**src/rtl/osd_raster_pkg.sv**
```systemverilog
package osd_raster_pkg;

    // default geometry of the text area
    localparam int DEF_ROWS    = 12;
    localparam int DEF_COLS    = 24;
    localparam int DEF_CELL_W  = 12;
    localparam int DEF_CELL_H  = 18;
    localparam int DEF_START_W = 6;

    // rows (zero-based) that own a programmable size code
    localparam int SIZED_ROW_A = 0;
    localparam int SIZED_ROW_B = 1;
    localparam int SIZED_ROW_C = 8;
    localparam int SIZED_ROW_D = 10;

    // number of frame positions stepped per scan line when interlaced
    localparam int IL_STEPS = 2;

    typedef enum logic [1:0] {
        SZ_NORMAL   = 2'b00,
        SZ_DOUBLE   = 2'b01,
        SZ_TRIPLE   = 2'b10,
        SZ_NORMAL_B = 2'b11
    } size_code_e;

    // size code to magnification factor
    function automatic logic [1:0] size_factor(input logic [1:0] code);
        case (size_code_e'(code))
            SZ_DOUBLE: return 2'd2;
            SZ_TRIPLE: return 2'd3;
            default:   return 2'd1;
        endcase
    endfunction

endpackage

```
**src/rtl/osd_size_map.sv**
```systemverilog
module osd_size_map
    import osd_raster_pkg::*;
#(
    parameter int ROWS = DEF_ROWS
) (
    input  logic [1:0]            size_a_i,
    input  logic [1:0]            size_b_i,
    input  logic [1:0]            size_c_i,
    input  logic [1:0]            size_d_i,
    output logic [ROWS-1:0][1:0]  kf_o
);

    // one factor per text row; rows without a code stay at factor 1
    for (genvar r = 0; r < ROWS; r++) begin : g_row
        if (r == SIZED_ROW_A) begin : g_a
            assign kf_o[r] = size_factor(size_a_i);
        end else if (r == SIZED_ROW_B) begin : g_b
            assign kf_o[r] = size_factor(size_b_i);
        end else if (r == SIZED_ROW_C) begin : g_c
            assign kf_o[r] = size_factor(size_c_i);
        end else if (r == SIZED_ROW_D) begin : g_d
            assign kf_o[r] = size_factor(size_d_i);
        end else begin : g_n
            assign kf_o[r] = 2'd1;
        end
    end

endmodule

```
**src/rtl/osd_vwalk.sv**
```systemverilog
module osd_vwalk
    import osd_raster_pkg::*;
#(
    parameter int ROWS    = DEF_ROWS,
    parameter int CELL_H  = DEF_CELL_H,
    parameter int START_W = DEF_START_W,
    parameter int ROW_W   = $clog2(ROWS + 1),
    parameter int GR_W    = $clog2(CELL_H)
) (
    input  logic                  clk,
    input  logic                  rst,
    input  logic                  hsync_i,
    input  logic                  vsync_i,
    input  logic                  ilace_i,
    input  logic [START_W-1:0]    vstart_i,
    input  logic [ROWS-1:0][1:0]  kf_i,
    output logic                  vvalid_o,
    output logic [ROW_W-1:0]      row_o,
    output logic [GR_W-1:0]       grow_o,
    output logic                  field_o
);

    localparam int PRE_W = START_W + 3;
    localparam logic [ROW_W-1:0] ROW_END = ROW_W'(ROWS);
    localparam logic [GR_W-1:0]  GR_LAST = GR_W'(CELL_H - 1);

    typedef struct packed {
        logic              started;
        logic [PRE_W-1:0]  pre;      // negative distance to the first text line
        logic [ROW_W-1:0]  row;
        logic [GR_W-1:0]   gl;
        logic [1:0]        rep;      // repeats of the current glyph line
    } vst_t;

    localparam vst_t V_IDLE = '{started: 1'b1, pre: '0, row: ROW_END, gl: '0, rep: 2'd0};

    // advance by one frame position
    function automatic vst_t pos_step(input vst_t s);
        vst_t       n;
        logic [1:0] k;
        n = s;
        k = (s.row < ROW_END) ? kf_i[s.row] : 2'd1;
        if (!s.started) begin
            if (&s.pre) begin
                n.started = 1'b1;
                n.row     = '0;
                n.gl      = '0;
                n.rep     = 2'd0;
            end else begin
                n.pre = s.pre + PRE_W'(1);
            end
        end else if (s.row < ROW_END) begin
            if (s.rep == k - 2'd1) begin
                n.rep = 2'd0;
                if (s.gl == GR_LAST) begin
                    n.gl  = '0;
                    n.row = s.row + ROW_W'(1);
                end else begin
                    n.gl = s.gl + GR_W'(1);
                end
            end else begin
                n.rep = s.rep + 2'd1;
            end
        end
        return n;
    endfunction

    vst_t                    st_q;
    vst_t [IL_STEPS:0]       chain;
    logic                    field_q;
    logic                    field_d;
    logic [PRE_W-1:0]        voff;
    logic [PRE_W-1:0]        pre_init;

    // one step per scan line, two when interlaced (each field line covers two frame lines)
    assign chain[0] = st_q;
    for (genvar i = 0; i < IL_STEPS; i++) begin : g_step
        assign chain[i+1] = pos_step(chain[i]);
    end

    assign field_d  = ilace_i & ~field_q;
    assign voff     = ilace_i ? {2'b00, vstart_i, 1'b0} : {3'b000, vstart_i};
    // position held before the first line of the field: parity - offset - step
    assign pre_init = PRE_W'(field_d) - voff - (ilace_i ? PRE_W'(2) : PRE_W'(1));

    always_ff @(posedge clk) begin
        if (rst) begin
            st_q    <= V_IDLE;
            field_q <= 1'b0;
        end else if (vsync_i) begin
            field_q <= field_d;
            st_q    <= '{started: 1'b0, pre: pre_init, row: '0, gl: '0, rep: 2'd0};
        end else if (hsync_i) begin
            st_q <= ilace_i ? chain[IL_STEPS] : chain[1];
        end
    end

    assign vvalid_o = st_q.started && (st_q.row < ROW_END);
    assign row_o    = st_q.row;
    assign grow_o   = st_q.gl;
    assign field_o  = field_q;

endmodule

```
**src/rtl/osd_hwalk.sv**
```systemverilog
module osd_hwalk
    import osd_raster_pkg::*;
#(
    parameter int COLS    = DEF_COLS,
    parameter int CELL_W  = DEF_CELL_W,
    parameter int START_W = DEF_START_W,
    parameter int COL_W   = $clog2(COLS + 1),
    parameter int GC_W    = $clog2(CELL_W)
) (
    input  logic                clk,
    input  logic                rst,
    input  logic                hsync_i,
    input  logic [START_W-1:0]  hstart_i,
    input  logic [1:0]          k_i,
    output logic                hvalid_o,
    output logic [COL_W-1:0]    col_o,
    output logic [GC_W-1:0]     gcol_o
);

    localparam int PRE_W = START_W + 1;
    localparam logic [COL_W-1:0] COL_END = COL_W'(COLS);
    localparam logic [GC_W-1:0]  GC_LAST = GC_W'(CELL_W - 1);

    typedef struct packed {
        logic              started;
        logic [PRE_W-1:0]  pre;
        logic [COL_W-1:0]  col;
        logic [GC_W-1:0]   gc;
        logic [1:0]        rep;
    } hst_t;

    localparam hst_t H_IDLE = '{started: 1'b1, pre: '0, col: COL_END, gc: '0, rep: 2'd0};

    // advance by one dot clock
    function automatic hst_t dot_step(input hst_t s);
        hst_t n;
        n = s;
        if (!s.started) begin
            if (&s.pre) begin
                n.started = 1'b1;
                n.col     = '0;
                n.gc      = '0;
                n.rep     = 2'd0;
            end else begin
                n.pre = s.pre + PRE_W'(1);
            end
        end else if (s.col < COL_END) begin
            if (s.rep == k_i - 2'd1) begin
                n.rep = 2'd0;
                if (s.gc == GC_LAST) begin
                    n.gc  = '0;
                    n.col = s.col + COL_W'(1);
                end else begin
                    n.gc = s.gc + GC_W'(1);
                end
            end else begin
                n.rep = s.rep + 2'd1;
            end
        end
        return n;
    endfunction

    hst_t st_q;
    hst_t load_raw;
    hst_t load_val;

    // the sync cycle is dot 0; position before it is -(offset + 1)
    assign load_raw = '{started: 1'b0, pre: ~{1'b0, hstart_i}, col: '0, gc: '0, rep: 2'd0};
    assign load_val = dot_step(load_raw);

    always_ff @(posedge clk) begin
        if (rst) begin
            st_q <= H_IDLE;
        end else if (hsync_i) begin
            st_q <= load_val;
        end else begin
            st_q <= dot_step(st_q);
        end
    end

    assign hvalid_o = st_q.started && (st_q.col < COL_END);
    assign col_o    = st_q.col;
    assign gcol_o   = st_q.gc;

endmodule

```
**src/rtl/osd_raster_addr.sv**
```systemverilog
module osd_raster_addr
    import osd_raster_pkg::*;
#(
    parameter int ROWS    = DEF_ROWS,
    parameter int COLS    = DEF_COLS,
    parameter int CELL_W  = DEF_CELL_W,
    parameter int CELL_H  = DEF_CELL_H,
    parameter int START_W = DEF_START_W,
    localparam int ROW_W  = $clog2(ROWS + 1),
    localparam int COL_W  = $clog2(COLS + 1),
    localparam int GR_W   = $clog2(CELL_H),
    localparam int GC_W   = $clog2(CELL_W)
) (
    input  logic                clk,
    input  logic                rst,
    input  logic                hsync_i,
    input  logic                vsync_i,
    input  logic                ilace_i,
    input  logic [START_W-1:0]  vstart_i,
    input  logic [START_W-1:0]  hstart_i,
    input  logic [1:0]          size_r0_i,
    input  logic [1:0]          size_r1_i,
    input  logic [1:0]          size_r8_i,
    input  logic [1:0]          size_r10_i,
    output logic                valid_o,
    output logic [ROW_W-1:0]    row_o,
    output logic [COL_W-1:0]    col_o,
    output logic [GR_W-1:0]     grow_o,
    output logic [GC_W-1:0]     gcol_o,
    output logic                field_o
);

    logic [ROWS-1:0][1:0] kf;
    logic                 vvalid;
    logic [ROW_W-1:0]     vrow;
    logic [GR_W-1:0]      vgrow;
    logic                 hvalid;
    logic [COL_W-1:0]     hcol;
    logic [GC_W-1:0]      hgcol;
    logic [1:0]           cur_k;

    osd_size_map #(.ROWS(ROWS)) u_size (
        .size_a_i (size_r0_i),
        .size_b_i (size_r1_i),
        .size_c_i (size_r8_i),
        .size_d_i (size_r10_i),
        .kf_o     (kf)
    );

    osd_vwalk #(
        .ROWS(ROWS), .CELL_H(CELL_H), .START_W(START_W), .ROW_W(ROW_W), .GR_W(GR_W)
    ) u_vwalk (
        .clk      (clk),
        .rst      (rst),
        .hsync_i  (hsync_i),
        .vsync_i  (vsync_i),
        .ilace_i  (ilace_i),
        .vstart_i (vstart_i),
        .kf_i     (kf),
        .vvalid_o (vvalid),
        .row_o    (vrow),
        .grow_o   (vgrow),
        .field_o  (field_o)
    );

    // the row under the beam sets the horizontal magnification
    assign cur_k = vvalid ? kf[vrow] : 2'd1;

    osd_hwalk #(
        .COLS(COLS), .CELL_W(CELL_W), .START_W(START_W), .COL_W(COL_W), .GC_W(GC_W)
    ) u_hwalk (
        .clk      (clk),
        .rst      (rst),
        .hsync_i  (hsync_i),
        .hstart_i (hstart_i),
        .k_i      (cur_k),
        .hvalid_o (hvalid),
        .col_o    (hcol),
        .gcol_o   (hgcol)
    );

    // addresses forced to zero outside the text area
    assign valid_o = vvalid & hvalid;
    assign row_o   = valid_o ? vrow  : '0;
    assign grow_o  = valid_o ? vgrow : '0;
    assign col_o   = valid_o ? hcol  : '0;
    assign gcol_o  = valid_o ? hgcol : '0;

endmodule

```
**config.mk**
```make
export PLATFORM = sky130hd
export DESIGN_NAME = osd_raster_addr
export DESIGN_NICKNAME = d
export VERILOG_FILES = /design/src/rtl/osd_raster_pkg.sv /design/src/rtl/osd_size_map.sv /design/src/rtl/osd_vwalk.sv /design/src/rtl/osd_hwalk.sv /design/src/rtl/osd_raster_addr.sv
export SDC_FILE = /design/constraint.sdc
export NUM_CORES = 1
export LEC_CHECK = 0
export ABC_CLOCK_PERIOD_IN_PS = 8130
export BUFFER_PORTS_ARGS = -buffer_cell sky130_fd_sc_hd__buf_2
export CAP_MARGIN = 10
export CELL_PAD_IN_SITES_DETAIL_PLACEMENT = 0
export CELL_PAD_IN_SITES_GLOBAL_PLACEMENT = 1
export CORE_ASPECT_RATIO = 0.7
export CORE_MARGIN = 2
export CORE_UTILIZATION = 48
export DETAILED_ROUTE_END_ITERATION = 6
export HOLD_SLACK_MARGIN = 0.1
export PLACE_DENSITY = 0.94
export SLEW_MARGIN = 20
export SYNTH_ARGS = -nofsm -noshare
export SYNTH_HDL_FRONTEND = slang
export SYNTH_SLANG_ARGS = --single-unit
```
**constraint.sdc**
```tcl
create_clock -name clk -period 8.13 [get_ports clk]
set_input_delay 0.813 -clock clk [delete_from_list [all_inputs] [get_ports clk]]
set_output_delay 0.813 -clock clk [all_outputs]
set_load 0.02 [all_outputs]
```
# Word-level counts from Yosys, hierarchy flattened
# Index checks and enable logic that the tools add are counted.
# word_totals
word_cells	131
register_bits	41
out_inout_bits	20
inputBits	25
# op_classes
eq_ne	22
order_cmp	5
n_addsub	18
n_reduce_logical	16
n_bitwise	4
n_mux	53
# ops
op	n
$mux W11	9
$mux W21	3
$mux W9	5
$mux W5	5
$mux W7	3
$mux W10	2
$mux W4	5
$mux W19	1
$add A9 B1 Y9 const B	2
$mux W2	9
$reduce_and A9 Y1	2
$bmux W2 S4	2
$pmux W2 S2	4
$add A5 B1 Y5 const B	3
$add A7 B1 Y7 const B	2
$reduce_and A7 Y1	2
$add A4 B1 Y4 const B	3
$eq A5 B5 Y1 const B	2
$lt A4 B5 Y1 const B	2
$ne A2 B2 Y1 const B	5
$ne A3 B3 Y1 const B	3
$sub A1 B9 Y9	1
$sub A9 B9 Y9	1
$eq A2 B1 Y1 const B	4
other kinds (19)	38

# Depth between registers and ports, before layout
# Gate-level depths: netlist of run 1.
# logic_depth
ltp_word	21
depth_mapped	19

# Modules after synthesis
# Synthesis of run 1 repeated with hierarchy kept, for this count alone.
# unflattened
cells_unflattened	704
hier_area_um2	5261.3
# by_module_without_submodules
mod	seq_area_each_um2	n_inst	area_per_inst_um2	cells_per_inst
osd_vwalk	440.4	1	3403.3	484
osd_hwalk	380.4	1	1268.7	145
osd_raster_addr	0.0	1	366.6	41
osd_size_map	0.0	1	222.7	34

# Worst setup path before layout of run 1
# Ideal clock, no wire load.
# synth_path
kind	input to register
startpoint	in size_r1_i[1]
endpoint	reg u_vwalk.st_q (netlist bit u_vwalk.row_o[1])
slack_ns	3.658
t_required_ns	8.010
setup_time_ns	0.120
t_arrival_ns	4.352
path_stages	17
path_buffers	1
cell_sequence	inv_1 > ha_1 > a221o_1 > or3_4 > a21oi_4 > o21a_1 > buf_4 > mux2i_1 > nor2_1 > a31o_2 > inv_1 > ha_1 > inv_1 > or4b_4 > nand2b_4 > o31a_1 > o31a_1
# synth_via
elab_chain_cells	19
elab_cells_between_ends	26
classes_between	add/sub: 3; order compare: 1; eq/ne: 5; mux: 17
# synth_lines
item	line	rtl
start, declared	osd_raster_addr.sv:22	input logic [1:0] size_r1_i,
$eq A2 B2 Y1 / $eq A2 B1 Y1 (equally long branches)	osd_raster_pkg.sv:28	case (size_code_e'(code))
$pmux W2 S2 (*)	osd_raster_pkg.sv:28	
$bmux W2 S4	osd_vwalk.sv:42	k = (s.row < ROW_END) ? kf_i[s.row] : 2'd1;
$mux W2 (not written as such)	osd_vwalk.sv:42	
$mux W2	osd_vwalk.sv:42	
$sub A2 B1 Y2	osd_vwalk.sv:53	if (s.rep == k - 2'd1) begin
$eq A2 B2 Y1	osd_vwalk.sv:53	
$mux W9	osd_vwalk.sv:53	
[3 not listed]	n/a	
$mux W2 (not written as such)	osd_vwalk.sv:42	
$mux W2	osd_vwalk.sv:42	
$sub A2 B1 Y2	osd_vwalk.sv:53	
$eq A2 B2 Y1	osd_vwalk.sv:53	
$mux W9	osd_vwalk.sv:53	
$mux W11	osd_vwalk.sv:52	end else if (s.row < ROW_END) begin
$mux W11	osd_vwalk.sv:43	if (!s.started) begin
$mux W21 (*)	osd_vwalk.sv:94	st_q <= ilace_i ? chain[IL_STEPS] : chain[1];
end signal, assigned	osd_vwalk.sv:92	st_q <= '{started: 1'b0, pre: pre_init, row: '0, gl: '0, rep: 2'd0};
end signal, assigned	osd_vwalk.sv:94	
end, declared	osd_vwalk.sv:68	vst_t st_q;
# Every way passes the cells marked *; elsewhere a longest branch is shown, timed or not. The select of a mux whose other input is x is not followed.
# A chain may end at the register's enable or synchronous reset.

# Final worst setup path of run 1
# layout_path
startpoint	in size_r0_i[0]
endpoint	reg u_vwalk.st_q (netlist bit u_vwalk.row_o[1])
# layout_via
elab_chain_cells	19
elab_cells_between_ends	26
classes_between	add/sub: 3; order compare: 1; eq/ne: 5; mux: 17
# layout_lines
item	line	rtl
start, declared	osd_raster_addr.sv:21	input logic [1:0] size_r0_i,
$eq A2 B2 Y1 / $eq A2 B1 Y1 (equally long branches)	osd_raster_pkg.sv:28	
$pmux W2 S2 (*)	osd_raster_pkg.sv:28	
$bmux W2 S4	osd_vwalk.sv:42	
$mux W2 (not written as such)	osd_vwalk.sv:42	
$mux W2	osd_vwalk.sv:42	
$sub A2 B1 Y2	osd_vwalk.sv:53	
$eq A2 B2 Y1	osd_vwalk.sv:53	
$mux W9	osd_vwalk.sv:53	
[3 not listed]	n/a	
$mux W2 (not written as such)	osd_vwalk.sv:42	
$mux W2	osd_vwalk.sv:42	
$sub A2 B1 Y2	osd_vwalk.sv:53	
$eq A2 B2 Y1	osd_vwalk.sv:53	
$mux W9	osd_vwalk.sv:53	
$mux W11	osd_vwalk.sv:52	
$mux W11	osd_vwalk.sv:43	
$mux W21 (*)	osd_vwalk.sv:94	
# Marked as above.

==> metrics.md, run 1 <==
| Metric | Value |
|---|---|
| CTS-repair resized insts | `0` |
| CTS sink cnt | `a little over 40` |
| Nets | `650` |
| Crit path launch | `size_r0_i[0]` |
| Cells after synthesis | `~600` |
| Post-CTS Setup Inserts | `0` |
| VDD IR-drop max | `about 100 uV` |
| FFs w/ async S/R, synth | `0` |
| Hold buffer count at cts | `0` |
| # setup viols final | `0` |
| Post-synth EDFFs | `0` |
| Leading post-synthesis cells by cell area | `dfxtp_1 19%, ha_1 6.4%, nand2_1 5.0%` |
| Syn avg cell area | `approximately 7.4 um^2` |
| I/O Buffers | `44` |
| Residual antenna-violating net count after detailed routing | `0` |
| Die height | `about 83 um` |
| Die Footprint | `approximately 9800 um^2` |
| Cells after DPL | `roughly 720` |
| Tcrit/Tclk final | `0.562` |
| Vias in the first global route | `~4200` |
| Most common cell after layout, fill and taps aside | `nand2_1` |
| First-pass DRT Iterations | `5` |
| Measured slew at the worst slew-check pin | `about 0.94 ns` |
| CTS HTree Levels | `2` |
| Leak | `around 1.9 nW` |
| Syn Nets | `around 630` |
| CP required | `a little over 8 ns` |
| Unique masters post-synth | `84` |
| Worst skew pair latency | `between 0.2 and 0.3 ns` |
| Clock skew | `around 0.0084 ns` |
| Drt first-iter violations | `357` |
| Util after Layout | `0.547` |
| Critical-path top delay cell | `or4b_4` |
| Yosys reg bits | `just over 40` |
| Top cell type's share of synthesized area | `0.190` |
| Io pins | `45` |
| RSZ-0062 raised after global routing | `false` |
| Min-delay src | `u_hwalk.st_q[17]` |
| Worst Hold Class | `reg2reg` |
| Die Wd | `around 120 um` |
| Max-slew violation count | `0` |
| Core ar. | `approximately 8600 um^2` |
| Critical Setup Path Class | `in2reg` |
| Synth Area in Compound Gates | `0.263` |
| Critical path's largest stage delay | `~0.57 ns` |
| GPL Wtd Cong | `0.904` |
| Pwr Density | `about 140 nW/um^2` |
| Worst rel slew slack | `0.373` |
| First-pass GRT wire length | `20300 um` |
| Setup Total Neg Slack | `0 ns` |
| Drt total wl | `~12000 um` |
| Largest family of logic cells by synthesized area | `simple AND/OR/NAND/NOR gates` |
| Mean routed wirelength per cell | `between 15 and 20 um` |
| Layout Area Growth over Synthesis | `8.63%` |
| Post-route DRC | `0` |
| Initial antenna violation count | `0` |
| Crit path time final | `4.57 ns` |
| YS warnings | `0` |
| Largest fanout on the critical path | `7` |
| Outcome | `complete, no violations` |
| Worst r2r src | `u_vwalk.row_o[0]` |
| Fmax | `219 MHz` |
| Largest net degree at the start of global routing | `44` |
| CTS tree | `yes` |
| Crit path cell chain | `buf_2 -> ha_1 -> nor2b_1 -> o32ai_2 -> a21boi_1 -> nor4_4 -> o21a_1 -> mux2i_1 -> nor2_1 -> a31o_2 -> inv_1 -> ha_1 -> inv_1 -> or4b_4 -> nand2b_4 -> o31a_1 -> o31a_1` |
| Non-Filler Instances | `approximately 720` |
| Gr ovfl total | `0` |
| Startpoint Class | `primary input` |
| Synth Area in Simple Gates | `0.324` |
| Synth Cell Area | `4320 um^2` |
| Via density | `~6.3` |
| DP Wirelength | `about 9000 um` |
| Via count | `4533` |
| Rows | `28` |
| Post-synthesis mux area share | `0.0379` |
| Fin. Hold Viols | `0` |
| CTS Buf Count | `5` |
| Worst setup margin | `3.56 ns` |
| Leading area contributor after synthesis | `dfxtp_1` |
| Initial core utilization | `0.503` |
| Clk buf depth | `2` |
| Max_cap viols | `0` |
| Crit. End Element | `register` |
| DP Worst Slack | `3.30 ns` |
| Top_reg_cell synth | `dfxtp_1` |
| XOR/XNOR Fraction of Synth Area | `0.0568` |
| Worst Path Arrival | `about 4.8 ns` |
| Root buf cell | `clkbuf_16` |
| Commonest cells after routing, fill and taps aside | `58 x nand2_1, 50 x nor2_1, 44 x buf_2` |
| N_diodes | `0` |
| Post-synthesis adder-cell area fraction | `0.0637` |
| Seq/Total Area, Yosys | `0.190` |
| Gr usage total | `0.245` |
| Ratio of cells with drive above 1 in the final layout | `0.146` |
| CTS clk-pin slew, worst paths | `0.07 ns` |
[Yosys cell counts, types with 5 or more instances]
cell type   n
nand2_1    58
nor2_1     51
dfxtp_1    41
a21oi_1    32
o21ai_0    31
inv_1      28
nand3_1    26
and2_1     24
a31oi_1    23
ha_1       22
clkbuf_1   21
xnor2_1    19
a211oi_1   16
nor3_1     14
mux2i_1    13
nor2b_1    11
xor2_1      9
nand2b_1    7
nand4_1     7
nor3b_1     6
a21o_1      5
a221oi_1    5
and3_1      5
nand3b_1    5
o21ai_1     5
or4_1       5
[cell families (layout without fill, tap and decap cells)]
logic type | after synthesis | in the layout
AOI/OAI and AO/OA | 161 | 161
xor gates and xnor gates | 28 | 28
adders and majority gates | 22 | 22
buffers and inverters | 63 | 82
DFF | 41 | 41
muxes | 16 | 16
and+or+nand+nor | 254 | 254
[flip-flops by register name, summed over array words and instances (netlist names)]
name / cells
u_hwalk.col_o: 5
u_hwalk.gcol_o: 4
u_hwalk.st_q: 10
u_vwalk.chain: 12
u_vwalk.field_o: 1
u_vwalk.grow_o: 5
u_vwalk.row_o: 4
[critical path: cells and delay by family]
kind,cells,cell delay [ns]
mux,1,0.22
buf+inv,3,0.19
fa+ha+maj,2,0.40
compound gates,6,1.70
simple gates,5,1.42
[metal layers]
metal	GRT usage	wire (um)	vias to the layer above
met5	0	0	-
met4	0.0734	193	0
met3	0.0536	1060	24
met2	0.369	4960	213
met1	0.348	5750	2113
li1	-	-	2183
[report_power, final]
group / leakage, nW / total (mW) / internal, mW / switching [mW]
combinational: 1.44 / 0.190 / 0.0749 / 0.115
sequential: 0.338 / 0.236 / 0.213 / 0.0228
clock: 0.0810 / 0.233 / 0.146 / 0.0873
[through the flow]
stage                     instance area [um^2]  power, mW  hold WS (ns)
after floorplan                           4320      0.385         0.463
after global placement                    4520      0.420         0.481
after detailed placement                  4520      0.426         0.507
after CTS                                 4690      0.657         0.518
after global routing                      4690      0.696         0.569
final                                     4690      0.659         0.515
[area by class of cell]
type / instances / area, um^2
clock buffer: 6 / 129
clock inverter: 2 / 38.8
fill: 835 / 3890
inverter: 30 / 113
multi-input combinational: 481 / 3220
sequential: 41 / 821
tap: 120 / 150
timing repair buffer: 44 / 220
[final timing paths]
| check | endpoint | slack (ns) | cells after the start |
|---|---|---|---|
| worst min-delay path | u_hwalk.st_q[17] | 0.51 | 2 |
| worst max-delay path | u_vwalk.row_o[1] | 3.56 | 17 |
| worst max register to register | u_vwalk.row_o[1] | 3.57 | 15 |
| worst min register to register | u_hwalk.st_q[17] | 0.51 | 2 |
Note: power is estimated with default switching activity, not from simulation.
==> inputs of run 2 (changes only) <==
--- a/config.mk
+++ b/config.mk
@@ -5,17 +5,17 @@
 export SDC_FILE = /design/constraint.sdc
 export NUM_CORES = 1
 export LEC_CHECK = 0
-export ABC_CLOCK_PERIOD_IN_PS = 8130
+export ABC_CLOCK_PERIOD_IN_PS = 3800
 export BUFFER_PORTS_ARGS = -buffer_cell sky130_fd_sc_hd__buf_2
 export CAP_MARGIN = 10
 export CELL_PAD_IN_SITES_DETAIL_PLACEMENT = 0
 export CELL_PAD_IN_SITES_GLOBAL_PLACEMENT = 1
 export CORE_ASPECT_RATIO = 0.7
 export CORE_MARGIN = 2
-export CORE_UTILIZATION = 48
+export CORE_UTILIZATION = 40
 export DETAILED_ROUTE_END_ITERATION = 6
 export HOLD_SLACK_MARGIN = 0.1
-export PLACE_DENSITY = 0.94
+export PLACE_DENSITY = 0.85
 export SLEW_MARGIN = 20
 export SYNTH_ARGS = -nofsm -noshare
 export SYNTH_HDL_FRONTEND = slang
==> constraint.sdc (replaced) <==
create_clock -name clk -period 3.8 [get_ports clk]
set_input_delay 0.38 -clock clk [delete_from_list [all_inputs] [get_ports clk]]
set_output_delay 0.38 -clock clk [all_outputs]
set_load 0.02 [all_outputs]
==> metrics.md, run 2 (synthesis results as in run 1) <==
| Metric | Value |
|---|---|
| Setup Total Neg Slack | `-0.0330 ns` |
| Hold path cells | `4` |
| Largest net degree at the start of global routing | `44` |
| Initial antenna violation count | `0` |
| Fin. Hold Viols | `0` |
| Nets | `just over 700` |
| Layout fillers | `1002` |
| CTS Buf Count | `5` |
| Worst R2R Path Depth | `16` |
| Vias in the first global route | `around 4400` |
| First-pass GRT wire length | `21400 um` |
| Measured slew at the worst slew-check pin | `between 0.8 and 0.9 ns` |
| CTS HTree Levels | `2` |
| Reg-to-reg setup timing slack | `-0.01 ns` |
| Largest fanout on the critical path | `6` |
| DP Wirelength | `between 9000 and 10000 um` |
| Startpoint Class | `register` |
| Max reg flops | `12` |
| Worst Hold Class | `in2reg` |
| Via count | `between 4000 and 5000` |
| Commonest cells after routing, fill and taps aside | `66 x buf_4, 57 x nand2_1, 49 x nor2_1` |
| Clk buf depth | `2` |
| Initial core utilization | `0.414` |
| Placed cell areas | `~5000 um^2` |
| Mean routed wirelength per cell | `between 15 and 20 um` |
| CTS tree | `yes` |
| CTS clk-pin slew, worst paths | `roughly 0.070 ns` |
| Critical Setup Path Class | `reg2reg` |
| Via density | `5.93` |
| RSZ-0062 raised after global routing | `true` |
| Residual antenna-violating net count after detailed routing | `0` |
| Tcrit/Tclk final | `1.00` |
| Die Footprint | `11700 um^2` |
| Hold buffer count at cts | `0` |
| CP required | `slightly below 4 ns` |
| Max-slew violation count | `0` |
| Root buf cell | `clkbuf_16` |
| Core ar. | `10400 um^2` |
| Drt total wl | `about 14000 um` |
| Ratio of cells with drive above 1 in the final layout | `0.278` |
| Crit path time final | `3.81 ns` |
| Layout Area Growth over Synthesis | `27.4%` |
| I/O Buffers | `between 40 and 50` |
| Drt first-iter violations | `375` |
| Worst r2r src | `u_vwalk.row_o[0]` |
| Most common cell after layout, fill and taps aside | `buf_4` |
| Post-route DRC | `0` |
| R2R Path End | `u_vwalk.row_o[1]` |
| VDD IR-drop max | `between 150 and 200 uV` |
| Leak | `about 2.3 nW` |
| Crit. End Element | `register` |
| GPL Wtd Cong | `between 0.9 and 1` |
| Gr ovfl total | `0` |
| Worst rel slew slack | `0.404` |
| # setup viols final | `3` |
| WHS Endpoint | `u_hwalk.st_q[11]` |
| Clock skew | `around 0.0060 ns` |
| Die height | `90.9 um` |
| CTS sink cnt | `approximately 40` |
| Worst skew pair latency | `~0.29 ns` |
| Die Wd | `roughly 130 um` |
| Min-delay src | `hstart_i[0]` |
| Io pins | `45` |
| Pwr Density | `around 270 nW/um^2` |
| Worst Path Arrival | `3.99 ns` |
| Rows | `31` |
| First-pass DRT Iterations | `7` |
| Worst setup margin | `-0.0139 ns` |
| Gr usage total | `0.222` |
| Max_cap viols | `0` |
| Failing checks | `negative setup slack` |
| Fmax | `around 260 MHz` |
| Outcome | `complete, but fails checks` |
| N_diodes | `0` |
| Hold Slack | `about 0.45 ns` |
| Final instance area | `roughly 5500 um^2` |
-- run 2: worst max path at each step --
stage	cells past startpoint	start	slack (ns)	to
6_report	16	u_vwalk.row_o[0]	-0.01	u_vwalk.row_o[1]
5_1_grt	18	size_r0_i[1]	-0.19	u_vwalk.row_o[0]
4_1_cts	14	u_vwalk.row_o[1]	0.02	u_vwalk.row_o[3]
3_5_place_dp	17	size_r0_i[1]	-0.28	u_vwalk.grow_o[2]
3_3_place_gp	18	size_r0_i[1]	-0.18	u_vwalk.row_o[1]
2_1_floorplan	18	size_r0_i[1]	-0.14	u_vwalk.row_o[1]
-- run 2: worst max-delay path: stages, from the launching register on --
cell and delay, ns:
dfxtp_4 0.38, buf_8 0.13, a221o_1 0.40, buf_4 0.17, or3_4 0.35, a21oi_4 0.16
o21a_1 0.18, buf_4 0.17, mux2i_1 0.08, nor2_1 0.14, a21o_1 0.17, ha_4 0.14
inv_2 0.02, or4b_4 0.48, nand2b_4 0.17, o31a_1 0.30, o31a_1 0.26
-- run 2: cell type report --
class,count,area [um^2],area share
well taps,132,165,0.0300
flip-flops and latches,41,827,0.150
multi-input cells,482,3430,0.623
repair buffers,116,816,0.148
inverters,30,125,0.0227
clock buffers,5,125,0.0227
clock inverters,3,17.5,0.00318
-- run 2: timing repair --
item / in CTS / in global routing
endpoints found under the setup margin: 4 / 10
buffers inserted: 1 / 16
resized for setup: 5 / 39
cloned: 0 / 2
pin swaps: 1 / 19
-- run 2: where the power goes --
| group | internal, mW | total, mW | leakage (nW) | switching, mW |
|---|---|---|---|---|
| Clock | 0.242 | 0.436 | 0.0696 | 0.194 |
| Combinational | 0.248 | 0.546 | 1.86 | 0.299 |
| Sequential | 0.456 | 0.497 | 0.339 | 0.0408 |
| Total | 0.945 | 1.48 | 2.26 | 0.534 |
-- run 2: per-layer routing --
metal / wire length, um / vias to the layer above / track usage
met1: 6640 / 2271 / 0.335
li1: - / 2335 / -
met2: 5670 / 177 / 0.332
met3: 1030 / 16 / 0.0271
met5: 0 / - / 0
met4: 176 / 0 / 0.0485
-- run 2: stage by stage --
step                      power (mW)  cells  setup slack, ns  utilization
final                           1.48    809          -0.0139        0.527
after global routing            1.56    809           -0.186        0.527
after CTS                       1.42    792           0.0211        0.495
after detailed placement       0.984    783           -0.280        0.479
after global placement         0.973    783           -0.177        0.479
after floorplan                0.830    585           -0.140            -
==> inputs of run 3 (changes only) <==
--- a/config.mk
+++ b/config.mk
@@ -16,6 +16,7 @@
 export DETAILED_ROUTE_END_ITERATION = 6
 export HOLD_SLACK_MARGIN = 0.1
 export PLACE_DENSITY = 0.85
+export SKIP_CTS_REPAIR_TIMING = 1
 export SLEW_MARGIN = 20
 export SYNTH_ARGS = -nofsm -noshare
 export SYNTH_HDL_FRONTEND = slang
==> metrics.md, run 3 (synthesis results as in run 1) <==
| Metric | Value |
|---|---|
| Grt peak-use layer | `met1` |
| CTS Buf Count | `5` |
| Nets | `721` |
| Util after Layout | `0.525` |
| Met3 Use GR | `0.0277` |
| Tcrit/Tclk final | `1.01` |
| Measured slew at the worst slew-check pin | `~0.90 ns` |
| Startpoint Class | `register` |
| Gr ovfl total | `0` |
| Crit path launch | `u_vwalk.row_o[0]` |
| Most common cell after layout, fill and taps aside | `buf_4` |
| Register share of total power | `0.334` |
| Comb pwr share | `0.373` |
| Largest fanout on the critical path | `10` |
| Initial antenna violation count | `0` |
| Post-route DRC | `0` |
| Max-slew violation count | `0` |
| Vias in the first global route | `4405` |
| Die height | `roughly 91 um` |
| Reg-to-reg setup timing slack | `-0.05 ns` |
| Ratio of cells with drive above 1 in the final layout | `0.277` |
| Via count | `4784` |
| CTS HTree Levels | `2` |
| Worst skew pair latency | `between 0.2 and 0.3 ns` |
| Worst r2r src | `u_vwalk.row_o[0]` |
| Largest net degree at the start of global routing | `44` |
| DP Wirelength | `9610 um` |
| Worst Hold Class | `in2reg` |
| Io pins | `45` |
| Switching pwr | `about 0.54 mW` |
| Worst Path Arrival | `slightly above 4 ns` |
| Crit path time final | `approximately 3.8 ns` |
| Sw Share | `0.362` |
| GPL Wtd Cong | `just over 0.9` |
| Layout Area Growth over Synthesis | `26.8%` |
| Internal power | `about 0.95 mW` |
| Crit. End Element | `register` |
| # setup viols final | `2` |
| VDD IR-drop max | `between 150 and 200 uV` |
| Leak | `approximately 2.2 nW` |
| End of the critical path | `u_vwalk.grow_o[3]` |
| Max_cap viols | `0` |
| Residual antenna-violating net count after detailed routing | `0` |
| Die Wd | `around 130 um` |
| Overall power | `between 1 and 1.5 mW` |
| Gr usage total | `0.220` |
| Clock skew | `0.00547 ns` |
| Fin. Hold Viols | `0` |
| Mean routed wirelength per cell | `approximately 17 um` |
| Outcome | `complete, but fails checks` |
| Min-delay src | `hstart_i[0]` |
| Via density | `approximately 6` |
| I/O Buffers | `44` |
| Pwr Density | `roughly 270 nW/um^2` |
| CTS sink cnt | `between 40 and 50` |
| Worst R2R Path Depth | `18` |
| CTS clk-pin slew, worst paths | `0.07 ns` |
| First-pass GRT wire length | `about 21000 um` |
| Core ar. | `between 10000 and 15000 um^2` |
| Drt first-iter violations | `between 300 and 400` |
| R2R Path End | `u_vwalk.grow_o[3]` |
| Max reg flops | `12` |
| CTS tree | `yes` |
| N_diodes | `0` |
| GR Util met1 | `0.335` |
| Drt total wl | `13500 um` |
| First-pass DRT Iterations | `5` |
| Commonest cells after routing, fill and taps aside | `64 x buf_4, 56 x nand2_1, 49 x nor2_1` |
| Clk buf depth | `2` |
| Failing checks | `negative setup slack` |
| Critical Setup Path Class | `reg2reg` |
| Rows | `31` |
| Fmax | `approximately 260 MHz` |
| Worst setup margin | `-0.0481 ns` |
| Root buf cell | `clkbuf_16` |
| Worst rel slew slack | `0.396` |
| CP required | `about 4.0 ns` |
| Initial core utilization | `0.414` |
| Clk pwr share | `0.293` |
| Die Footprint | `roughly 12000 um^2` |
| GR Util met2 | `0.328` |
| RSZ-0062 raised after global routing | `true` |
-- run 3: how the worst min path moves through the flow --
stage               slack, ns               end  cells after the start
floorplan                0.46  u_hwalk.st_q[17]                      2
global placement         0.48  u_hwalk.st_q[17]                      2
detailed placement       0.51  u_hwalk.st_q[17]                      2
CTS                      0.46  u_hwalk.st_q[14]                      4
global route             0.50  u_hwalk.st_q[13]                      4
finish                   0.46  u_hwalk.st_q[11]                      4
-- run 3: layout make-up --
class	instances	area [um^2]
Fill cell	1000	4960
Clock buffer	5	125
Timing Repair Buffer	114	793
Inverter	30	125
Sequential cell	41	828
Tap cell	132	165
Clock inverter	3	17.5
Multi-Input combinational cell	482	3420
-- run 3: per-layer routing --
metal	vias to the layer above	wire (um)
li1	2328	-
met1	2248	6620
met2	188	5640
met3	20	1020
met4	0	185
met5	-	0
-- run 3: power groups by stage --
stage | clock, mW | sequential [mW] | combinational (mW)
after floorplan | 0 | 0.486 | 0.344
after global placement | 0 | 0.503 | 0.470
after detailed placement | 0 | 0.504 | 0.480
after CTS | 0.438 | 0.495 | 0.484
after global routing | 0.454 | 0.501 | 0.610
final | 0.437 | 0.497 | 0.556
-- run 3: critical path, cell delays in order, from the launching register on --
cell and delay [ns]:
dfxtp_4 0.38, buf_8 0.14, a221o_1 0.35, buf_4 0.16, buf_4 0.14, o21ai_4 0.18, nand4_1 0.11, buf_4 0.17
a211oi_1 0.37, a221oi_2 0.08, a32oi_2 0.27, xor2_2 0.29, nor3b_4 0.08, buf_4 0.15, nor3b_4 0.37, buf_6 0.16
buf_6 0.09, mux2i_1 0.17, a21oi_1 0.07
-- run 3: metrics by stage --
stage,std cells,setup TNS (ns),hold slack (ns),instance area [um^2],setup WS [ns]
after floorplan,585,-0.333,0.463,4370,-0.140
after global placement,783,-1.01,0.484,5000,-0.177
after detailed placement,783,-1.80,0.506,5000,-0.280
after CTS,791,-0.168,0.461,5140,-0.0508
after global routing,807,-0.950,0.504,5480,-0.173
final,807,-0.0492,0.459,5480,-0.0481
